## config.mk

```make
export PLATFORM = sky130hd
export DESIGN_NAME = dual_pattern_gen
export DESIGN_NICKNAME = d
export VERILOG_FILES = /design/src/rtl/pg_pkg.sv /design/src/rtl/pg_regs.sv /design/src/rtl/pg_channel.sv /design/src/rtl/dual_pattern_gen.sv
export SDC_FILE = /design/constraint.sdc
export NUM_CORES = 1
export LEC_CHECK = 0
export ABC_AREA = 0
export BUFFER_PORTS_ARGS = -buffer_cell sky130_fd_sc_hd__buf_2
export CORE_MARGIN = 2
export CORE_UTILIZATION = 30
export CTS_CLUSTER_SIZE = 10
export DETAILED_ROUTE_END_ITERATION = 8
export GPL_TIMING_DRIVEN = 0
export PLACE_DENSITY = 0.47
export RECOVER_POWER = 25
export SKIP_CTS_REPAIR_TIMING = 1
export SLEW_MARGIN = 10
export SYNTH_ARGS = -nofsm -noshare
export SYNTH_HDL_FRONTEND = slang
export SYNTH_SLANG_ARGS = --single-unit
```

## constraint.sdc

```tcl
create_clock -name clk -period 2.9 [get_ports clk]
set_input_delay 0.145 -clock clk [delete_from_list [all_inputs] [get_ports clk]]
set_output_delay 0.145 -clock clk [all_outputs]
set_load 0.01 [all_outputs]
```

## src/rtl/pg_pkg.sv

```systemverilog
package pg_pkg;
  parameter int PG_DATA_W = 32;
  parameter int PG_PDIV_W = 16;
  parameter int PG_REP_W  = 10;
  parameter int PG_REP_LSB = 16;
  localparam int PG_SEED_W = 2 * PG_DATA_W;
  localparam int PG_LEN_W  = $clog2(PG_SEED_W);

  typedef struct packed {
    logic [PG_SEED_W-1:0] seed;
    logic [PG_PDIV_W-1:0] pdiv;
    logic [PG_LEN_W-1:0]  len;
    logic [PG_REP_W-1:0]  reps;
  } pg_chcfg_t;

  typedef enum logic [1:0] {
    PG_IDLE = 2'd0,
    PG_RUN  = 2'd1,
    PG_DONE = 2'd2
  } pg_state_e;
endpackage

```

## src/rtl/pg_regs.sv

```systemverilog
module pg_regs
  import pg_pkg::*;
#(
  parameter int NUM_CH = 2,
  parameter int ADDR_W = 4
) (
  input  logic                 clk,
  input  logic                 rst,
  input  logic                 we_i,
  input  logic [ADDR_W-1:0]    addr_i,
  input  logic [PG_DATA_W-1:0] wdata_i,
  input  logic [NUM_CH-1:0]    done_i,
  output logic [NUM_CH-1:0]    en_o,
  output logic [NUM_CH-1:0]    pol_o,
  output pg_chcfg_t            cfg_o [NUM_CH],
  output logic [NUM_CH-1:0]    irq_o
);
  localparam logic [ADDR_W-1:0] A_CTRL = ADDR_W'(0);
  localparam logic [ADDR_W-1:0] A_IEN  = ADDR_W'(1);
  localparam logic [ADDR_W-1:0] A_STAT = ADDR_W'(2);

  logic [NUM_CH-1:0] en_q, pol_q, ie_q, st_q, clr;

  always_comb begin
    clr = '0;
    if (we_i && addr_i == A_STAT) clr = wdata_i[NUM_CH-1:0];
  end

  always_ff @(posedge clk) begin
    if (rst) begin
      en_q  <= '0;
      pol_q <= '0;
      ie_q  <= '0;
      st_q  <= '0;
    end else begin
      if (we_i && addr_i == A_CTRL) begin
        en_q  <= wdata_i[NUM_CH-1:0];
        pol_q <= wdata_i[2*NUM_CH-1:NUM_CH];
      end
      if (we_i && addr_i == A_IEN) ie_q <= wdata_i[NUM_CH-1:0];
      st_q <= (st_q & ~clr) | done_i;
    end
  end

  for (genvar c = 0; c < NUM_CH; c++) begin : g_cfg
    localparam logic [ADDR_W-3:0] BASE = (ADDR_W-2)'(c + 1);
    pg_chcfg_t q;
    logic hit;
    assign hit = we_i && (addr_i[ADDR_W-1:2] == BASE);

    always_ff @(posedge clk) begin
      if (rst) begin
        q <= '0;
      end else if (hit) begin
        case (addr_i[1:0])
          2'd0: q.seed[PG_DATA_W-1:0]         <= wdata_i;
          2'd1: q.seed[PG_SEED_W-1:PG_DATA_W] <= wdata_i;
          2'd2: q.pdiv                        <= wdata_i[PG_PDIV_W-1:0];
          default: begin
            q.len  <= wdata_i[PG_LEN_W-1:0];
            q.reps <= wdata_i[PG_REP_LSB +: PG_REP_W];
          end
        endcase
      end
    end
    assign cfg_o[c] = q;
  end

  assign en_o  = en_q;
  assign pol_o = pol_q;
  assign irq_o = st_q & ie_q;
endmodule

```

## src/rtl/pg_channel.sv

```systemverilog
module pg_channel
  import pg_pkg::*;
(
  input  logic      clk,
  input  logic      rst,
  input  logic      en_i,
  input  logic      pol_i,
  input  pg_chcfg_t cfg_i,
  output logic      ser_clk_o,
  output logic      ser_dat_o,
  output logic      done_o
);
  pg_state_e            st;
  pg_chcfg_t            sh;
  logic                 pol_sh;
  logic [PG_PDIV_W-1:0] pcnt;
  logic [PG_LEN_W-1:0]  bidx;
  logic [PG_REP_W-1:0]  rcnt;
  logic                 clk_q, dat_q, done_q;
  logic                 at_active;

  // Output clock currently sits at its active level.
  assign at_active = (clk_q != pol_sh);

  always_ff @(posedge clk) begin
    if (rst) begin
      st     <= PG_IDLE;
      sh     <= '0;
      pol_sh <= 1'b0;
      pcnt   <= '0;
      bidx   <= '0;
      rcnt   <= '0;
      clk_q  <= 1'b0;
      dat_q  <= 1'b0;
      done_q <= 1'b0;
    end else begin
      done_q <= 1'b0;
      case (st)
        PG_IDLE: begin
          clk_q <= pol_i;
          dat_q <= 1'b0;
          if (en_i) begin
            st     <= PG_RUN;
            sh     <= cfg_i;
            pol_sh <= pol_i;
            pcnt   <= '0;
            bidx   <= '0;
            rcnt   <= '0;
            dat_q  <= cfg_i.seed[0];
          end
        end
        PG_RUN: begin
          if (!en_i) begin
            st    <= PG_IDLE;
            clk_q <= pol_i;
            dat_q <= 1'b0;
          end else if (pcnt == sh.pdiv) begin
            pcnt  <= '0;
            clk_q <= ~clk_q;
            if (at_active) begin
              if (bidx == sh.len) begin
                bidx <= '0;
                if (rcnt == sh.reps) begin
                  st     <= PG_DONE;
                  done_q <= 1'b1;
                  dat_q  <= 1'b0;
                end else begin
                  rcnt  <= rcnt + 1'b1;
                  dat_q <= sh.seed[0];
                end
              end else begin
                bidx  <= bidx + 1'b1;
                dat_q <= sh.seed[bidx + 1'b1];
              end
            end
          end else begin
            pcnt <= pcnt + 1'b1;
          end
        end
        PG_DONE: begin
          clk_q <= pol_i;
          dat_q <= 1'b0;
          if (!en_i) st <= PG_IDLE;
        end
        default: st <= PG_IDLE;
      endcase
    end
  end

  assign ser_clk_o = clk_q;
  assign ser_dat_o = dat_q;
  assign done_o    = done_q;
endmodule

```

## src/rtl/dual_pattern_gen.sv

```systemverilog
module dual_pattern_gen
  import pg_pkg::*;
#(
  parameter int NUM_CH = 2,
  parameter int ADDR_W = $clog2(4 * (NUM_CH + 1))
) (
  input  logic                 clk,
  input  logic                 rst,
  input  logic                 cfg_we,
  input  logic [ADDR_W-1:0]    cfg_addr,
  input  logic [PG_DATA_W-1:0] cfg_wdata,
  output logic [NUM_CH-1:0]    ser_clk_o,
  output logic [NUM_CH-1:0]    ser_dat_o,
  output logic [NUM_CH-1:0]    done_o,
  output logic [NUM_CH-1:0]    irq_o
);
  logic [NUM_CH-1:0] en_w, pol_w, done_w;
  pg_chcfg_t         cfg_w [NUM_CH];

  pg_regs #(.NUM_CH(NUM_CH), .ADDR_W(ADDR_W)) u_regs (
    .clk     (clk),
    .rst     (rst),
    .we_i    (cfg_we),
    .addr_i  (cfg_addr),
    .wdata_i (cfg_wdata),
    .done_i  (done_w),
    .en_o    (en_w),
    .pol_o   (pol_w),
    .cfg_o   (cfg_w),
    .irq_o   (irq_o)
  );

  for (genvar c = 0; c < NUM_CH; c++) begin : g_ch
    pg_channel u_ch (
      .clk       (clk),
      .rst       (rst),
      .en_i      (en_w[c]),
      .pol_i     (pol_w[c]),
      .cfg_i     (cfg_w[c]),
      .ser_clk_o (ser_clk_o[c]),
      .ser_dat_o (ser_dat_o[c]),
      .done_o    (done_w[c])
    );
  end

  assign done_o = done_w;
endmodule

```

# Word-level counts from Yosys, hierarchy flattened
# Cells that the tools add are included.
[word_totals]
inputBits = 39
ff_bits = 468
output_inout_bits = 8
elab_cells = 222
[classes]
reduce_logical = 42
n_addsub = 6
n_eq_ne = 40
bitwise_logic = 17
muxes = 77
magnitude_cmp = 2
[op_table]
columns = ["op", "count"]
rows = [
  ["$mux W10", 12],
  ["$mux W16", 6],
  ["$pmux W16 S2", 2],
  ["$mux W6", 10],
  ["$pmux W10 S2", 2],
  ["$add A16 B1 Y16 const B", 2],
  ["$eq A16 B16 Y1", 2],
  ["$mux W2", 15],
  ["$ne A3 B2 Y1 const B", 8],
  ["$pmux W6 S2", 2],
  ["$reduce_and A2 Y1", 12],
  ["$add A10 B1 Y10 const B", 2],
  ["$eq A10 B10 Y1", 2],
  ["$mux W1", 20],
  ["$ne A2 B2 Y1 const B", 8],
  ["$lt A6 B7 Y1 const B", 2],
  ["$reduce_and A7 Y1", 2],
  ["$not A1 Y1", 13],
  ["$add A6 B1 Y6 const B", 2],
  ["$bmux W1 S6", 2],
  ["$eq A6 B6 Y1", 2],
  ["$ne A2 B1 Y1 const B", 6],
  ["$pmux W2 S3", 2],
  ["$reduce_and A3 Y1", 4],
  ["20 further kinds", 44],
]

# Longest topological paths before layout
# Gate-level depths: netlist (run 1).
[logic_depth]
depth_word = 8
mapped_depth = 10
depth_no_buf = 8

# By module
# From an unflattened synthesis (run 1), not the netlist that was laid out.
[hier_totals]
cells_unflattened = 2209
area_unflattened_um2 = 20140.6
[by_module_without_submodules]
columns = ["module", "area_per_inst_um2", "cells_per_inst", "n_inst", "seq_area_each_um2"]
rows = [
  ["pg_channel", 6108.4, 753, 2, 2682.6],
  ["pg_regs", 7923.8, 703, 1, 4003.8],
]

# Worst setup path after synthesis (run 1)
# OpenSTA, ideal clock, no wires.
[synth_timing]
path_kind = "register to register"
start = "reg g_ch[1].u_ch.bidx[0]"
end = "reg g_ch[1].u_ch.dat_q"
synth_period_minus_slack_ns = 2.547
setup_ns = 0.122
stages_incl_launch_ff = 8
path_slack_ns = 0.353
arrival_time_ns = 2.425
n_path_buf = 0
required_time_ns = 2.778
path_cell_list = "dfxtp_1 ha_1 xor2_2 mux4_2 mux4_2 nor2_1 a311oi_1 o32a_1"
[synth_via]
elab_chain_cells = 8
elab_cells_between_ends = 9
classes_between = "add/sub: 1; eq/ne: 1; mux: 7"
[synth_rtl]
columns = ["element", "line", "text"]
rows = [
  ["start, declared", "pg_channel.sv:17", "logic [PG_LEN_W-1:0] bidx;"],
  ["start signal, assigned", "pg_channel.sv:72", "bidx <= bidx + 1'b1;"],
  ["$add A6 B1 Y6", "pg_channel.sv:73", "dat_q <= sh.seed[bidx + 1'b1];"],
  ["$bmux W1 S6", "pg_channel.sv:73", ""],
  ["$mux W1 (not written as such)", "pg_channel.sv:73", ""],
  ["$mux W1 *", "pg_channel.sv:61", "if (bidx == sh.len) begin"],
  ["$mux W1 *", "pg_channel.sv:60", "if (at_active) begin"],
  ["$mux W1 *", "pg_channel.sv:57", "end else if (pcnt == sh.pdiv) begin"],
  ["$mux W1 *", "pg_channel.sv:53", "if (!en_i) begin"],
  ["$pmux W1 S3 *", "pg_channel.sv:38", "case (st)"],
  ["end signal, assigned", "pg_channel.sv:49", "dat_q <= cfg_i.seed[0];"],
  ["end signal, assigned", "pg_channel.sv:69", "dat_q <= sh.seed[0];"],
  ["end signal, assigned", "pg_channel.sv:73", ""],
  ["end, declared", "pg_channel.sv:19", "logic clk_q, dat_q, done_q;"],
]
# Every way passes the cells marked *; elsewhere a longest branch is shown, timed or not. The select of a mux whose other input is x is not followed.
# A chain may end at the register's enable or synchronous reset.

# Final worst setup path (run 1)
[layout_timing]
start = "reg g_ch[0].u_ch.bidx[1]"
end = "reg g_ch[0].u_ch.dat_q"
[layout_via]
elab_chain_cells = 8
elab_cells_between_ends = 9
classes_between = "add/sub: 1; eq/ne: 1; mux: 7"
[layout_rtl]
columns = ["element", "line"]
rows = [
  ["start, declared", "pg_channel.sv:17"],
  ["start signal, assigned", "pg_channel.sv:72"],
  ["$add A6 B1 Y6", "pg_channel.sv:73"],
  ["$bmux W1 S6", "pg_channel.sv:73"],
  ["$mux W1 (not written as such)", "pg_channel.sv:73"],
  ["$mux W1 *", "pg_channel.sv:61"],
  ["$mux W1 *", "pg_channel.sv:60"],
  ["$mux W1 *", "pg_channel.sv:57"],
  ["$mux W1 *", "pg_channel.sv:53"],
  ["$pmux W1 S3 *", "pg_channel.sv:38"],
  ["end signal, assigned", "pg_channel.sv:49"],
  ["end signal, assigned", "pg_channel.sv:69"],
  ["end signal, assigned", "pg_channel.sv:73"],
  ["end, declared", "pg_channel.sv:19"],
]
# Marked as above.

==> flow_summary.json, run 1 <==
{
  "status": "complete, but fails checks",
  "violations": "negative hold slack, max-capacitance violations, max-slew violations",
  "cts_num_sinks": 468,
  "die_area_mm2": 0.0657,
  "h-tree-depth": 2,
  "ys_ff_latch": 468,
  "gr-max-usage-layer": "met2",
  "p_comb_frac": 0.038,
  "worstPathArrival_ns": 3.31,
  "clk_path_buf_depth": 3,
  "leakage_nw": 7.31,
  "layout-drive-gt1-share": 0.0712,
  "fin_area_mm2": 0.0222,
  "postSynthAreaPerCell_um2": 8.05,
  "drt_iter0_drc": 1183,
  "slew_viol_final": 6,
  "rrSetupSlack_ns": 0.05,
  "die_w_um": 256,
  "synthTopCellsByArea": "dfxtp_1 (49%), nand2_1 (16%), a21oi_1 (11%), mux4_2 (3.9%), clkbuf_1 (2.8%)",
  "required_ns": 3.37,
  "drtAntennaViolNets": 0,
  "end_kind": "flip-flop",
  "worstPathMaxFanout": 10,
  "core_area_mm2": 0.0631,
  "yosysTopAreaCellShare": 0.490,
  "insertion_delay_ns": 0.61,
  "yosysTopAreaCell": "dfxtp_1",
  "synth_ff_type": "dfxtp_1",
  "synthesis.area_mm2": 0.0191,
  "n_antenna_cell": 0,
  "grt_usage": 0.188,
  "synth.distinct_cells": 62,
  "hold_viol": 3,
  "finalSetupTns_ns": 0,
  "netlist_instances": 2375,
  "clk_pin_slew_worst_paths_ns": 0.06,
  "grt_pass1_wl_um": 95100,
  "die_h_um": 256,
  "syn-num-nets": 2420,
  "place_area_mm2": 0.0204,
  "finalSetupViolCount": 0,
  "max_slew_margin": -0.0290,
  "nNetsFinal": 2544,
  "min_path_type": "in2reg",
  "grt_max_degree": 15,
  "start_util": 0.303,
  "post-place-ws_ns": -0.410,
  "grt-ovfl-total": 0,
  "grt_use_met3": 0.0358,
  "setup_slack_ns": 0.0540,
  "cts_tree": "yes",
  "area_delta_synth_final_pct": 16.1,
  "critPathKind": "reg2reg",
  "switching_share": 0.232,
  "remaining_drc_errors": 0,
  "async_reset_ff_frac": 0,
  "skew_ns": 0.0265,
  "gr-usage-met2": 0.301,
  "p_seq_frac": 0.498,
  "ir_drop_mv": 0.384,
  "synth_edf_count": 0,
  "place_congestion": 0.834,
  "via_count": 16500,
  "yosysMostFrequentCell": "nand2_1",
  "met1_usage": 0.258,
  "dr.pass1.iters": 5,
  "via_per_inst": 4.91,
  "wl_per_cell_um": 18.6,
  "yosys-top-cells-count": "nand2_1 (808), dfxtp_1 (468), a21oi_1 (428), clkbuf_1 (145), nor2_1 (85)",
  "holdPathStages": 3,
  "p_sw_mw": 3.03,
  "clkPwrFrac": 0.465,
  "worst_pin_slew_ns": 1.52,
  "startpoint_type": "flip-flop",
  "ios": 47,
  "p_int_mw": 10.0,
  "r2r_cells": 9,
  "drt_wl_total_um": 62500,
  "dp_hpwl_um": 45200,
  "numPortBuffers": 41,
  "yosys_warnings": 0,
  "timing.final.crit_share": 0.981,
  "placementRows": 92,
  "fin_hold_ws_ns": -0.00593,
  "pwr_density_cell_mw_per_mm2": 588,
  "clock.fmax_mhz": 351,
  "root_buffer": "clkbuf_16",
  "antenna_found_initial": 1,
  "grt_pass1_vias": 16100,
  "yosysSeqAreaShare": 0.490,
  "finalCriticalPeriod_ns": 2.85,
  "cts_buffers": 54,
  "maxCapViolations": 1
}
## area by class of cell
type,count,area (µm²)
clock buffers,65,1440
multi-input cells,1720,9010
well taps,846,1060
repair buffers,69,479
fillers,6723,40900
plain buffers,175,736
clock inverters,5,43.8
flip-flops and latches,468,9370
inverters,11,41.3
## worst max-delay path: stages (launching register included)
cell and delay, ns:
dfxtp_1 0.44, ha_1 0.36, xor2_4 0.35, buf_4 0.31, mux4_2 0.35, nand2_1 0.09, a21oi_1 0.07, a311oi_1 0.40
o31a_1 0.26, o41ai_1 0.08
## layout by cell type (no fill, tap or decap), types with 33 or more instances in the layout
cell,n
nand2_1,808
dfxtp_1,467
a21oi_1,428
clkbuf_1,161
nor2_1,83
xor2_1,54
clkbuf_16,54
nand3_1,42
buf_2,36
xnor2_1,33
mux4_2,33
## worst paths after layout
check / start / end
max: g_ch[0].u_ch.bidx[1] / g_ch[0].u_ch.ser_dat_o
max reg2reg: g_ch[0].u_ch.bidx[1] / g_ch[0].u_ch.ser_dat_o
min reg2reg: u_regs.cfg_o[85] / g_ch[1].u_ch.sh[85]
min: cfg_wdata[7] / u_regs.cfg_o[71]
## per-stage QoR
step	total power [mW]	utilization	std cells
6_report	13.0	0.352	3359
5_1_grt	13.5	0.352	3359
4_1_cts	13.2	0.347	3332
3_5_place_dp	7.10	0.323	3262
3_3_place_gp	7.09	0.323	3262
2_1_floorplan	6.83	-	2375
## cell families (layout without fill, tap and decap cells)
family	count (synthesis)	in the layout	synth area share
compound gates	491	491	0.134
xor+xnor	91	91	0.0429
buf+inv	187	325	0.0408
simple gates	1073	1073	0.236
mux	59	59	0.0526
fa+ha+maj	6	6	0.00393
flops	468	468	0.490
## flip-flops by register name, summed over array words and instances, names as in the netlist
register and cells:
g_ch.u_ch.bidx 12, g_ch.u_ch.done_o 2, g_ch.u_ch.pcnt 32, g_ch.u_ch.pol_sh 2, g_ch.u_ch.rcnt 20, g_ch.u_ch.ser_clk_o 2
g_ch.u_ch.ser_dat_o 2, g_ch.u_ch.sh 192, g_ch.u_ch.st 4, u_regs.cfg_o 192, u_regs.en_o 2, u_regs.ie_q 2
u_regs.pol_o 2, u_regs.st_q 2
## power groups by stage
stage          Clock [mW]  Combinational [mW]  Sequential (mW)
6_report             6.06               0.494             6.49
5_1_grt              6.47               0.530             6.49
4_1_cts              6.22               0.472             6.49
3_5_place_dp            0               0.471             6.63
3_3_place_gp            0               0.465             6.63
2_1_floorplan           0               0.209             6.62
## layer usage
layer / up-vias / wire [µm]
met5: - / 0
met4: 0 / 1260
met3: 81 / 3920
met2: 389 / 28100
met1: 7886 / 29200
li1: 8137 / -
(Power assumes the default switching activity.)
==> run 2, diff against run 1 <==
--- a/config.mk
+++ b/config.mk
@@ -13,8 +13,9 @@
 export DETAILED_ROUTE_END_ITERATION = 8
 export GPL_TIMING_DRIVEN = 0
+export HOLD_SLACK_MARGIN = 0.06
 export PLACE_DENSITY = 0.47
 export RECOVER_POWER = 25
 export SKIP_CTS_REPAIR_TIMING = 1
-export SLEW_MARGIN = 10
+export SLEW_MARGIN = 0
 export SYNTH_ARGS = -nofsm -noshare
 export SYNTH_HDL_FRONTEND = slang
==> constraint.sdc (replaced) <==
create_clock -name clk -period 2.9 [get_ports clk]
set_input_delay 0 -clock clk [delete_from_list [all_inputs] [get_ports clk]]
set_output_delay 0 -clock clk [all_outputs]
set_load 0.01 [all_outputs]
==> flow_summary.json, run 2 (synthesis results as in run 1) <==
{
  "p_sw_mw": 3.04,
  "numPortBuffers": 41,
  "dp_hpwl_um": 45200,
  "n_antenna_cell": 0,
  "h-tree-depth": 2,
  "place_area_mm2": 0.0204,
  "final_common_cell": "nand2_1",
  "worst_pin_slew_ns": 1.42,
  "clk_path_buf_depth": 3,
  "dp.cells": 3262,
  "finalCriticalPeriod_ns": 2.81,
  "via_per_inst": 4.89,
  "cts_tree": "yes",
  "grt_usage": 0.188,
  "timing.rr.start": "g_ch[0].u_ch.bidx[1]",
  "holdPathEnd": "u_regs.st_q[0]",
  "drtAntennaViolNets": 0,
  "hold_viol": 0,
  "final_cells": 3372,
  "root_buffer": "clkbuf_16",
  "leakage_nw": 7.37,
  "ir_drop_mv": 0.386,
  "die_w_um": 256,
  "clk_pin_slew_worst_paths_ns": 0.06,
  "grt_pass1_vias": 16100,
  "grt_max_degree": 15,
  "grt-ovfl-total": 0,
  "r2r_cells": 9,
  "die_area_mm2": 0.0657,
  "switching_share": 0.233,
  "register_area_mm2": 0.00937,
  "startpoint_type": "flip-flop",
  "placementRows": 92,
  "slew_viol_final": 0,
  "skew_ns": 0.0264,
  "area_delta_synth_final_pct": 16.8,
  "antenna_found_initial": 1,
  "dr.pass1.iters": 5,
  "layout-drive-gt1-share": 0.0713,
  "crit_chain": "ha_1 -> xor2_4 -> buf_4 -> mux4_2 -> nand2_1 -> a21oi_1 -> a311oi_1 -> o31a_1 -> o41ai_1",
  "crit_slowest_cell": "dfxtp_1",
  "required_ns": 3.37,
  "finalSetupTns_ns": 0,
  "p_int_mw": 10.0,
  "nNetsFinal": 2557,
  "p_comb_frac": 0.039,
  "maxCapViolations": 0,
  "critPathKind": "reg2reg",
  "cts_num_sinks": 468,
  "fin_hold_ws_ns": 0.0327,
  "p_seq_frac": 0.497,
  "max_slew_margin": 0.0410,
  "max_stage_delay_ns": 0.43,
  "wl_per_cell_um": 18.6,
  "end_kind": "flip-flop",
  "place_congestion": 0.834,
  "rrSetupSlack_ns": 0.09,
  "start_util": 0.303,
  "clock.fmax_mhz": 356,
  "clkPwrFrac": 0.464,
  "via_count": 16500,
  "worstPathArrival_ns": 3.28,
  "r2r-end": "g_ch[0].u_ch.ser_dat_o",
  "remaining_drc_errors": 0,
  "insertion_delay_ns": 0.61,
  "worstHoldStart": "cfg_addr[3]",
  "min_path_type": "in2reg",
  "core_area_mm2": 0.0631,
  "drt_wl_total_um": 62600,
  "status": "complete, no violations",
  "fin_area_mm2": 0.0223,
  "multi_input_area_mm2": 0.00901,
  "die_h_um": 256,
  "pwr_density_cell_mw_per_mm2": 586,
  "cts_buffers": 54,
  "final_cell_mix": "nand2_1 (808), dfxtp_1 (467), a21oi_1 (428)",
  "holdPathStages": 6,
  "finalSetupViolCount": 0,
  "timing.final.crit_share": 0.969,
  "grt_pass1_wl_um": 95100,
  "ios": 47,
  "fillCellCount": 6728,
  "drt_iter0_drc": 1232,
  "worstPathMaxFanout": 10
}
-- run 2: worst max-delay path by stage --
| stage | cells past startpoint | end | from |
|---|---|---|---|
| 6_report | 9 | g_ch[0].u_ch.ser_dat_o | g_ch[0].u_ch.bidx[1] |
| 5_1_grt | 8 | g_ch[1].u_ch.ser_dat_o | g_ch[1].u_ch.bidx[1] |
| 4_1_cts | 8 | g_ch[1].u_ch.ser_dat_o | g_ch[1].u_ch.bidx[0] |
| 3_5_place_dp | 8 | g_ch[1].u_ch.ser_dat_o | g_ch[1].u_ch.bidx[0] |
| 3_3_place_gp | 8 | g_ch[1].u_ch.ser_dat_o | g_ch[1].u_ch.bidx[0] |
| 2_1_floorplan | 7 | g_ch[1].u_ch.ser_dat_o | g_ch[1].u_ch.bidx[0] |
-- run 2: power groups by stage --
| stage | combinational [mW] | sequential [mW] | clock (mW) |
|---|---|---|---|
| after floorplan | 0.209 | 6.62 | 0 |
| after global placement | 0.465 | 6.63 | 0 |
| after detailed placement | 0.471 | 6.63 | 0 |
| after CTS | 0.472 | 6.49 | 6.22 |
| after global routing | 0.545 | 6.49 | 6.47 |
| final | 0.509 | 6.49 | 6.07 |
-- run 2: per-stage QoR --
stage          setup slack [ns]  utilization  power (mW)
2_1_floorplan             0.353            -        6.83
3_3_place_gp             -0.387        0.323        7.09
3_5_place_dp             -0.410        0.323        7.10
4_1_cts                  -0.406        0.347        13.2
5_1_grt                 -0.0119        0.354        13.5
6_report                 0.0891        0.354        13.1
-- run 2: critical path: cells and delay by family (launching register included) --
kind,cells,cell delay (ns)
AOI/OAI and AO/OA,4,0.77
xor gates and xnor gates,1,0.36
adders and majority gates,1,0.36
buffers and inverters,1,0.31
DFF,1,0.43
muxes,1,0.35
and+or+nand+nor,1,0.09
-- run 2: cell type report --
cell class              instances  area share
clock buffers                  65      0.0647
clock inverters                 5     0.00196
inverters                      11     0.00185
repair buffers                 82      0.0274
plain buffers                 175      0.0330
multi-input cells            1720       0.404
well taps                     846      0.0474
flip-flops and latches        468       0.420
-- run 2: metal layers --
metal  up-vias  GRT usage  routed length (µm)
met1      7849      0.258               29600
met5         -          0                   0
li1       8173          -                   -
met3        88     0.0358                3710
met4         0     0.0489                1360
met2       390      0.301               28000
